## src/rtl/spi_tm_pkg.sv

```systemverilog
package spi_tm_pkg;

    localparam int FIELD_W = 8;
    localparam int WORD_W  = 4 * FIELD_W;
    localparam logic [FIELD_W-1:0] RATE_TOP = FIELD_W'(1 << (FIELD_W - 1));

    typedef enum logic [2:0] {
        ST_IDLE,
        ST_SETUP,
        ST_RUN,
        ST_GAP,
        ST_HOLD,
        ST_REST
    } tm_state_e;

    typedef struct packed {
        logic cpol;
        logic cpha;
        logic csi;
        logic di;
    } line_cfg_t;

    typedef struct packed {
        logic [FIELD_W-1:0] half;
        logic [FIELD_W-1:0] setup;
        logic [FIELD_W-1:0] hold;
        logic [FIELD_W-1:0] dly;
        line_cfg_t          lines;
    } port_cfg_t;

    // Highest set bit of the rate code picks the half period; zero is slowest.
    function automatic logic [FIELD_W-1:0] half_from_rate(input logic [FIELD_W-1:0] r);
        logic [FIELD_W-1:0] h;
        h = RATE_TOP;
        for (int i = 0; i < FIELD_W; i++)
            if (r[i]) h = RATE_TOP >> i;
        return h;
    endfunction

endpackage

```

## src/rtl/spi_tm_cfg_sel.sv

```systemverilog
module spi_tm_cfg_sel
    import spi_tm_pkg::*;
#(
    parameter  int NPORTS  = 5,
    localparam int SEL_W   = $clog2(NPORTS),
    localparam int STATE_W = 4 * NPORTS + SEL_W
) (
    input  logic [NPORTS*WORD_W-1:0] param_words_i,
    input  logic [STATE_W-1:0]       state_word_i,
    output port_cfg_t                cfg_o,
    output logic                     sel_ok_o
);
    localparam int DI_BASE   = 0;
    localparam int CSI_BASE  = NPORTS;
    localparam int CPHA_BASE = 2 * NPORTS;
    localparam int CPOL_BASE = 3 * NPORTS;
    localparam int SEL_LSB   = 4 * NPORTS;

    port_cfg_t        cfg_arr [NPORTS];
    logic [SEL_W-1:0] sel;

    assign sel = state_word_i[SEL_LSB +: SEL_W];

    generate
        for (genvar p = 0; p < NPORTS; p++) begin : g_port
            localparam int OFS = p * WORD_W;
            localparam int REV = NPORTS - 1 - p;
            assign cfg_arr[p] = '{
                half:  half_from_rate(param_words_i[OFS + 3*FIELD_W +: FIELD_W]),
                setup: param_words_i[OFS + 2*FIELD_W +: FIELD_W],
                hold:  param_words_i[OFS + FIELD_W +: FIELD_W],
                dly:   param_words_i[OFS +: FIELD_W],
                lines: '{cpol: state_word_i[CPOL_BASE + REV],
                         cpha: state_word_i[CPHA_BASE + REV],
                         csi:  state_word_i[CSI_BASE + REV],
                         di:   state_word_i[DI_BASE + REV]}
            };
        end
    endgenerate

    always_comb begin
        cfg_o    = '0;
        sel_ok_o = 1'b0;
        for (int p = 0; p < NPORTS; p++) begin
            if (sel == SEL_W'(p)) begin
                cfg_o    = cfg_arr[p];
                sel_ok_o = 1'b1;
            end
        end
    end

endmodule

```

## src/rtl/spi_tm_engine.sv

```systemverilog
module spi_tm_engine
    import spi_tm_pkg::*;
#(
    parameter  int FRAME_BITS = 8,
    localparam int EDGES      = 2 * FRAME_BITS,
    localparam int EW         = $clog2(EDGES)
) (
    input  logic      clk,
    input  logic      rst,
    input  port_cfg_t cfg_i,
    input  logic      sel_ok_i,
    input  logic      start_i,
    input  logic      last_i,
    input  logic      gap_en_i,
    output logic      busy_o,
    output logic      rest_o,
    output logic      tog_o,
    output logic      lead_o,
    output logic      trail_o,
    output line_cfg_t lines_q_o
);
    localparam logic [EW-1:0]      ELAST = EW'(EDGES - 1);
    localparam logic [FIELD_W-1:0] ONE   = FIELD_W'(1);

    tm_state_e          st;
    logic [FIELD_W-1:0] cnt, half_q, hold_q, dly_q;
    logic [EW-1:0]      ecnt;
    line_cfg_t          lines_q;
    logic               tog, lead_q, trail_q;

    always_ff @(posedge clk) begin
        if (rst) begin
            st      <= ST_IDLE;
            cnt     <= '0;
            ecnt    <= '0;
            half_q  <= '0;
            hold_q  <= '0;
            dly_q   <= '0;
            lines_q <= '0;
            tog     <= 1'b0;
            lead_q  <= 1'b0;
            trail_q <= 1'b0;
        end else begin
            lead_q  <= 1'b0;
            trail_q <= 1'b0;
            unique case (st)
                ST_IDLE: begin
                    if (start_i && sel_ok_i) begin
                        half_q  <= cfg_i.half;
                        hold_q  <= cfg_i.hold;
                        dly_q   <= cfg_i.dly;
                        lines_q <= cfg_i.lines;
                        tog     <= 1'b0;
                        ecnt    <= '0;
                        if (cfg_i.setup == '0) begin
                            st  <= ST_RUN;
                            cnt <= cfg_i.half - ONE;
                        end else begin
                            st  <= ST_SETUP;
                            cnt <= cfg_i.setup - ONE;
                        end
                    end
                end
                ST_SETUP, ST_GAP: begin
                    if (cnt == '0) begin
                        st  <= ST_RUN;
                        cnt <= half_q - ONE;
                    end else begin
                        cnt <= cnt - ONE;
                    end
                end
                ST_RUN: begin
                    if (cnt != '0) begin
                        cnt <= cnt - ONE;
                    end else begin
                        tog     <= ~tog;
                        lead_q  <= ~ecnt[0];
                        trail_q <= ecnt[0];
                        cnt     <= half_q - ONE;
                        if (ecnt == ELAST) begin
                            ecnt <= '0;
                            if (last_i) begin
                                if (hold_q != '0) begin
                                    st  <= ST_HOLD;
                                    cnt <= hold_q - ONE;
                                end else if (dly_q != '0) begin
                                    st  <= ST_REST;
                                    cnt <= dly_q - ONE;
                                end else begin
                                    st  <= ST_IDLE;
                                end
                            end else if (gap_en_i && hold_q != '0) begin
                                st  <= ST_GAP;
                                cnt <= hold_q - ONE;
                            end
                        end else begin
                            ecnt <= ecnt + EW'(1);
                        end
                    end
                end
                ST_HOLD: begin
                    if (cnt != '0) begin
                        cnt <= cnt - ONE;
                    end else if (dly_q != '0) begin
                        st  <= ST_REST;
                        cnt <= dly_q - ONE;
                    end else begin
                        st  <= ST_IDLE;
                    end
                end
                ST_REST: begin
                    if (cnt == '0) st <= ST_IDLE;
                    else           cnt <= cnt - ONE;
                end
                default: st <= ST_IDLE;
            endcase
        end
    end

    assign busy_o    = (st != ST_IDLE);
    assign rest_o    = (st == ST_REST);
    assign tog_o     = tog;
    assign lead_o    = lead_q;
    assign trail_o   = trail_q;
    assign lines_q_o = lines_q;

endmodule

```

## src/rtl/spi_tm_pins.sv

```systemverilog
module spi_tm_pins
    import spi_tm_pkg::*;
(
    input  logic      busy_i,
    input  logic      rest_i,
    input  logic      tog_i,
    input  logic      lead_i,
    input  logic      trail_i,
    input  line_cfg_t lines_q_i,
    input  logic      sel_ok_i,
    input  logic      sel_csi_i,
    input  logic      sel_cpol_i,
    input  logic      sel_di_i,
    output logic      cs_o,
    output logic      sclk_o,
    output logic      dat_o,
    output logic      shift_o,
    output logic      sample_o
);
    always_comb begin
        if (!busy_i) begin
            cs_o   = sel_ok_i ? sel_csi_i : 1'b1;
            sclk_o = sel_ok_i & sel_cpol_i;
            dat_o  = sel_ok_i & sel_di_i;
        end else begin
            cs_o   = rest_i ? lines_q_i.csi : ~lines_q_i.csi;
            sclk_o = lines_q_i.cpol ^ tog_i;
            dat_o  = lines_q_i.di;
        end
        shift_o  = lines_q_i.cpha ? lead_i  : trail_i;
        sample_o = lines_q_i.cpha ? trail_i : lead_i;
    end

endmodule

```

## src/rtl/spi_port_timing.sv

```systemverilog
module spi_port_timing
    import spi_tm_pkg::*;
#(
    parameter  int NPORTS     = 5,
    parameter  int FRAME_BITS = 8,
    localparam int SEL_W      = $clog2(NPORTS),
    localparam int STATE_W    = 4 * NPORTS + SEL_W
) (
    input  logic                     clk,
    input  logic                     rst,
    input  logic [NPORTS*WORD_W-1:0] port_param_i,
    input  logic [STATE_W-1:0]       port_state_i,
    input  logic                     start_i,
    input  logic                     last_i,
    input  logic                     gap_en_i,
    output logic                     busy_o,
    output logic                     cs_o,
    output logic                     sclk_o,
    output logic                     dat_idle_o,
    output logic                     shift_o,
    output logic                     sample_o
);
    port_cfg_t cfg_sel;
    line_cfg_t lines_q;
    logic      sel_ok, rest, tog, lead, trail;

    spi_tm_cfg_sel #(.NPORTS(NPORTS)) u_sel (
        .param_words_i (port_param_i),
        .state_word_i  (port_state_i),
        .cfg_o         (cfg_sel),
        .sel_ok_o      (sel_ok)
    );

    spi_tm_engine #(.FRAME_BITS(FRAME_BITS)) u_eng (
        .clk       (clk),
        .rst       (rst),
        .cfg_i     (cfg_sel),
        .sel_ok_i  (sel_ok),
        .start_i   (start_i),
        .last_i    (last_i),
        .gap_en_i  (gap_en_i),
        .busy_o    (busy_o),
        .rest_o    (rest),
        .tog_o     (tog),
        .lead_o    (lead),
        .trail_o   (trail),
        .lines_q_o (lines_q)
    );

    spi_tm_pins u_pins (
        .busy_i     (busy_o),
        .rest_i     (rest),
        .tog_i      (tog),
        .lead_i     (lead),
        .trail_i    (trail),
        .lines_q_i  (lines_q),
        .sel_ok_i   (sel_ok),
        .sel_csi_i  (cfg_sel.lines.csi),
        .sel_cpol_i (cfg_sel.lines.cpol),
        .sel_di_i   (cfg_sel.lines.di),
        .cs_o       (cs_o),
        .sclk_o     (sclk_o),
        .dat_o      (dat_idle_o),
        .shift_o    (shift_o),
        .sample_o   (sample_o)
    );

endmodule

```

## config.mk

```make
export PLATFORM = sky130hd
export DESIGN_NAME = spi_port_timing
export DESIGN_NICKNAME = d
export VERILOG_FILES = /design/src/rtl/spi_tm_pkg.sv /design/src/rtl/spi_tm_cfg_sel.sv /design/src/rtl/spi_tm_engine.sv /design/src/rtl/spi_tm_pins.sv /design/src/rtl/spi_port_timing.sv
export SDC_FILE = /design/constraint.sdc
export NUM_CORES = 1
export LEC_CHECK = 0
export BUFFER_PORTS_ARGS = -buffer_cell sky130_fd_sc_hd__buf_2
export CAP_MARGIN = 25
export CORE_MARGIN = 8
export CORE_UTILIZATION = 46
export CTS_BUF_LIST = sky130_fd_sc_hd__clkbuf_8
export CTS_CLUSTER_SIZE = 8
export DETAILED_ROUTE_END_ITERATION = 10
export PLACE_DENSITY = 0.88
export SYNTH_ARGS = -nofsm -noshare
export SYNTH_HDL_FRONTEND = slang
export SYNTH_HIERARCHICAL = 1
export SYNTH_SLANG_ARGS = --single-unit
```

## constraint.sdc

```tcl
create_clock -name clk -period 3.7 [get_ports clk]
set_clock_uncertainty 0.05 [all_clocks]
set_input_delay 0.37 -clock clk [delete_from_list [all_inputs] [get_ports clk]]
set_output_delay 0.37 -clock clk [all_outputs]
set_load 0.005 [all_outputs]
```

==> metrics.txt, run 1 <==
global-route wire length before repair=between 20 and 30 mm; cell area after layout=between 6000 and 7000 um2; Synth area leader=dfxtp_1; initial antenna violation count=0; Worst EP required=3.86 ns; Top Layer Used=met4; Crit Path Category=in2reg; largest net degree at the start of global routing=48; Die Y=between 100 and 150 um; placement row count=37; initial core utilization=~47%; TritonRoute pass-1 iters=7; Post-synth EDFFs=0; Synth Area per Inst=slightly above 7 um2; port bufs=~190; largest cells by area after synthesis=dfxtp_1 19%, nand2_1 7.3%, a21oi_1 7.0%; Max Buffers Root-to-Sink=2; synth warn=6; startpoint type of the worst setup path=primary input; Final nets=approximately 1.0k; post-synthesis cell area=around 4800 um2; hpwl dp=14.07 mm; final wirelength=between 15 and 20 mm; #FFs+latches synth=46; placed cell area=just under 6000 um2; GRT Util Overall=between 20% and 30%; Routed WL per cell=roughly 17 um; critical path fanouts, max=11; fraction of registers with async set/reset=0%; main flop type after synthesis=dfxtp_1; Worst R2R End=u_eng/cnt[2]; pwr/cell area=approximately 370 nW/um2; largest stage delay on the critical path=0.48 ns; Die Span X=118.1 um; ANT nets after route=0; setup repair after global routing missed its margin=false; die area=roughly 14,000 um2; r2r startpoint=u_eng/cnt[0]; count leader, synth=nand2_1; drt initial violations=between 500 and 600; root buffer cell=clkbuf_8; sequential-to-total area share from yosys stat=between 10% and 20%; vias in the first global route=about 5.8k; top cell type's share of synthesized area=19.19%; hold buffers post-CTS=0; CTS H-tree lvls=2; Fmax=approximately 0.31 GHz; synth cell count leaders=93 x nand2_1, 67 x a21oi_1, 59 x nor2_1, 46 x dfxtp_1, 30 x inv_1; io pins=about 190; diode count=0; status=finished, final reports clean; synth unique cells=between 70 and 80; Syn Inst Count=approximately 670; Core ar.=between 10,000 and 15,000 um2; setup TNS=0 ns; Remaining Overflow, GRT=0; Crit path arrival time=between 3 and 4 ns; Worst Reg-to-Reg Cells=9; Leak Pwr=0.002571 uW; final period utilization=between 80 and 90%; fin. max-slew vios=0; worst hold path class=in2reg; CP startpoint=port_state_i[20]; met2 wire len=between 8 and 9 mm; TritonCTS Sinks=between 40 and 50; CP cell instances=buf_2 > buf_4 > mux2i_1 > nor2_1 > a21oi_1 > o22ai_1 > or3_1 > nor4_2 > a21oi_1 > ha_1 > or3_1 > o31ai_1 > a21oi_1 > a311oi_1; final setup fails=0; Final Critical Period=between 3 and 4 ns; Synth-to-Final Area Change=25.87%; Hold Fails Final Rpt=0; clock transition at the registers of the reported paths=approximately 0.090 ns; Max Cap Viol=0; DR WL met3=about 1.5 mm; clock latency on the worst-skew pair=roughly 0.3 ns; crit end category=flop; slowest cell on the critical path=or3_1; Net Count, Synth=~870; CTS tree=yes; Least-Margin Pin Slew=~0.93 ns; gpl congestion=0.9332; Vias=6,044; reg2reg setup slack=between 0.8 and 0.9 ns; Max-slew headroom=37.54%; maximum vdd ir drop=around 0.00019 V; drc violations=0; vias per cell=6.111; Most Frequent Cell on Critical Path=a21oi_1; CTS Buf Count=5; Metal-1 WL=6.912 mm; fraction of layout cells with a size suffix above 1=29.19%; critical path endpoint=u_eng/cnt[1]
how the worst min path moves through the flow:
stage | depth (start not counted) | startpoint | end
after floorplan | 2 | u_eng/lines_q_o[0] | u_eng/lines_q_o[0]
after global placement | 2 | u_eng/lines_q_o[0] | u_eng/lines_q_o[0]
after detailed placement | 2 | u_eng/lines_q_o[3] | u_eng/lines_q_o[3]
after CTS | 5 | port_param_i[128] | u_eng/dly_q[0]
after global routing | 5 | port_param_i[128] | u_eng/dly_q[0]
final | 5 | port_param_i[128] | u_eng/dly_q[0]
report_power, final:
| group | switching, uW | total, uW | internal (uW) | leakage (uW) |
|---|---|---|---|---|
| combinational | 684 | 1210 | 528 | 0.00214 |
| sequential | 107 | 663 | 556 | 0.000374 |
| clock | 176 | 375 | 199 | 0.0000556 |
| total | 968 | 2250 | 1280 | 0.00257 |
repair_timing:
action	4_1_cts	5_1_grt
setup endpoints to repair	0	1
buffers inserted	0	0
resized for setup	0	1
cell usage in the layout, fill, tap and decap left out, drive strengths merged, types with 6 or more instances in the layout:
cell and instances:
nor2 59, xnor2 18, a32oi 6, o22ai 25, o21ai 29, a21oi 67
or3 8, nand3b 7, buf 214, mux4 9, a311oi 6, nor4 9
nor3b 11, a221oi 7, nand3 11, nand2 93, dfxtp 46, mux2i 21
o211ai 6, or4 10, nor2b 8, xor2 7, ha 8, a22oi 22
nor3 21, inv 31, a31oi 6, a211oi 9
flip-flops by register name, indices dropped and copies added, names as in the netlist:
signal and count:
u_eng/lead_o 1, u_eng/lines_q_o 4, u_eng/half_q 8, u_eng/tog_o 1, u_eng/ecnt 4, u_eng/cnt 8
u_eng/hold_q 8, u_eng/dly_q 8, u_eng/st 3, u_eng/trail_o 1
routing by layer:
layer / vias to the layer above / global-route usage, %
met5: - / 0
met4: 0 / 8.247
met3: 51 / 4.902
met2: 356 / 40.14
met1: 2754 / 27.97
li1: 2883 / -
worst max-delay path: cells and delay by family:
| family | cells | cell delay, ns |
|---|---|---|
| AO/OA/AOI/OAI | 6 | 0.83 |
| buffers and inverters | 2 | 0.46 |
| adder cells (fa/ha/maj) | 1 | 0.37 |
| multiplexers | 1 | 0.21 |
| AND/OR/NAND/NOR | 4 | 1.17 |
through the flow:
step                util, %  hold WS, ns  std cells  power [uW]  worst slack, ns
finish                59.03       0.3783        989        2251           0.4376
global route          59.03       0.3967        989        2402           0.1389
CTS                   58.97       0.3765        989        2225           0.3471
detailed placement    57.89       0.4140        981        1850          0.04727
global placement      57.89       0.3948        981        1828           0.1193
floorplan                 -       0.3866        673        1477          0.06550
kinds of logic (layout without fill, tap and decap cells):
family	count (synthesis)	count (layout)	share of synthesized area, %
adders and majority gates	8	8	2.086
DFF	46	46	19.19
xor gates and xnor gates	25	25	4.563
and+or+nand+nor	265	265	27.69
buffers and inverters	72	252	6.232
AOI/OAI and AO/OA	225	225	31.16
muxes	32	32	9.074
cell type report:
cell class,instances,area [um2]
multi-input combinational,555,3590
clock buffer,5,68.82
timing repair buffer,214,1136
tap,136,170.2
sequential,46,920.9
clock inverter,3,41.29
inverter,30,112.6
fill,932,4192
(Power assumes the default switching activity.)
==> run 2: changes to the inputs <==
- ABC_AREA: not set -> 1
- CORE_UTILIZATION: 46 -> 50
- PLACE_DENSITY: 0.88 -> 0.9
- clock period: 3.7 -> 4 ns (I/O delays scaled with it)
==> metrics.txt, run 2 <==
status=finished, final reports clean; Worst Reg-to-Reg Cells=13; post-CTS sizing=0; Post-synth EDFFs=0; drc violations=0; fin. max-slew vios=0; Core ar.=a little under 10,000 um2; worst hold path class=reg2reg; placement row count=36; Worst EP required=4.12 ns; slowest cell on the critical path=nor2_2; Power Total=approximately 2800 uW; Min-Delay Startpoint=u_eng/cnt[0]; hold path cells=2; Crit path arrival time=between 3 and 4 ns; synth cell count leaders=317 x nand2_1, 88 x a21oi_1, 88 x inv_1, 88 x nand3_1, 83 x nor2_1; fraction of registers with async set/reset=0%; global-route wire length before repair=between 20 and 30 mm; cell area after layout=between 6000 and 7000 um2; post-synthesis cell area=~5000 um2; Core Util, Final=62.77%; commonest non-fill, non-tap cell in the layout=nand2_1; Max-slew headroom=between 40 and 50%; vias in the first global route=just under 6k; Max Cap Viol=0; Syn Inst Count=a little over 900; ANT nets after route=0; pwr/cell area=463.4 nW/um2; Final nets=about 1.3k; Net Count, Synth=1,101; top cell type's share of synthesized area=between 20% and 30%; CTS tree=yes; main flop type after synthesis=dfxtp_1; Leak Pwr=0.003177 uW; crit-path leading delay family=simple AND/OR/NAND/NOR gates; final wirelength=between 15 and 20 mm; CP Buf/Inv Count=3; die area=between 10,000 and 15,000 um2; Remaining Overflow, GRT=0; sequential-to-total area share from yosys stat=18.48%; initial core utilization=between 50% and 60%; TritonRoute pass-1 iters=6; Vias=between 6k and 7k; TritonCTS Sinks=between 40 and 50; setup TNS=0 ns; crit end category=flop; count leader, synth=nand2_1; r2r startpoint=u_eng/half_q[0]; vias per cell=between 5 and 6; Crit Path Category=in2reg; Max Buffers Root-to-Sink=2; largest cells by area after synthesis=nand2_1 24%, dfxtp_1 18%, a21oi_1 8.8%; largest net degree at the start of global routing=50; min setup slack post-route=0.9466 ns; port bufs=between 150 and 200; largest stage delay on the critical path=roughly 0.64 ns; critical path fanouts, max=18; Final Critical Period=3.053 ns; CP cell instances=buf_2 > inv_1 > nand2_1 > nor2_2 > a21oi_1 > nand3_1 > nor2_1 > nand2_1 > nor2_2 > a21oi_2 > ha_1 > nand2_1 > o21ai_0 > nand3b_1 > nand2_1 > inv_2 > nand2_1 > a21oi_1; Die Span X=roughly 120 um; initial antenna violation count=1; setup repair after global routing missed its margin=false; Least-Margin Pin Slew=slightly above 0.8 ns; Most Frequent Cell on Critical Path=nand2_1; Setup WS pre-CTS=0.7174 ns; Synth-to-Final Area Change=22.55%; clock latency on the worst-skew pair=roughly 0.30 ns; GRT Util Overall=24.10%; Post CTS Setup Buffer Count=0; Synth area leader=nand2_1; final setup fails=0; maximum vdd ir drop=between 0.0002 and 0.00025 V; hpwl dp=approximately 13 mm; drt initial violations=between 400 and 500; Fmax=0.3275 GHz; placed cell area=6013 um2; Levels on crit path=18; fraction of layout cells with a size suffix above 1=between 20 and 25%; #FFs+latches synth=46; Synth Area per Inst=5.507 um2; CP startpoint=port_state_i[22]; synth warn=6; Hold Fails Final Rpt=0; synth unique cells=45; io pins=194; final period utilization=between 70 and 80%; Routed WL per cell=approximately 14 um; clock transition at the registers of the reported paths=approximately 0.080 ns; root buffer cell=clkbuf_8; CTS Buf Count=5; CTS H-tree lvls=2; gpl congestion=0.9300; hold buffers post-CTS=0; most frequent cells in the layout=317 x nand2_1, 188 x buf_2, 89 x inv_1; startpoint type of the worst setup path=primary input; Die Y=~120 um
## run 2: worst paths after layout
check                      end  slack [ns]
hold / removal    u_eng/cnt[0]        0.42
setup reg to reg  u_eng/cnt[6]        2.03
setup / recovery  u_eng/cnt[4]        0.95
hold reg to reg   u_eng/cnt[0]        0.42
## run 2: area by class of cell
| class | count | area, um2 |
|---|---|---|
| inverters | 110 | 417.9 |
| clock inverters | 2 | 8.758 |
| well taps | 133 | 166.4 |
| diodes | 1 | 2.502 |
| fillers | 954 | 3622 |
| clock buffers | 6 | 82.58 |
| multi-input cells | 722 | 3522 |
| repair buffers | 194 | 985.9 |
| flip-flops and latches | 46 | 920.9 |
## run 2: logic make-up (layout without fill, tap and decap cells)
kind of cell	Yosys count	after routing	share of synthesized area [%]
buffers and inverters	137	312	11.05
and+or+nand+nor	546	546	48.61
other	0	1	0
AOI/OAI and AO/OA	148	148	16.34
xor gates and xnor gates	20	20	3.515
adders and majority gates	8	8	2.009
DFF	46	46	18.48
## run 2: power by group
part / leakage [uW] / switching [uW] / internal [uW]
clock network: 0.0000524 / 157 / 137
registers: 0.000377 / 105 / 565
logic: 0.00275 / 1200 / 665
## run 2: tightest hold or removal path: stages (launching register included)
cell	delay, ns
dfxtp_1	0.32
nand2_1	0.06
a21oi_1	0.05
## run 2: per-stage QoR
stage / hold slack (ns) / std cells
after detailed placement: 0.4078 / 1205
after global placement: 0.4012 / 1205
after global routing: 0.4335 / 1214
after floorplan: 0.3912 / 905
final: 0.4169 / 1214
after CTS: 0.4207 / 1213
## run 2: metal layers
layer	share of wire (%)	vias to the layer above	wire length [um]	global-route usage, %
met1	41	2741	6799	29.32
met4	2.2	0	358	7.519
met3	8.6	35	1423	4.950
li1	-	3247	-	-
met2	48	307	7910	41.46
met5	0	-	0	0
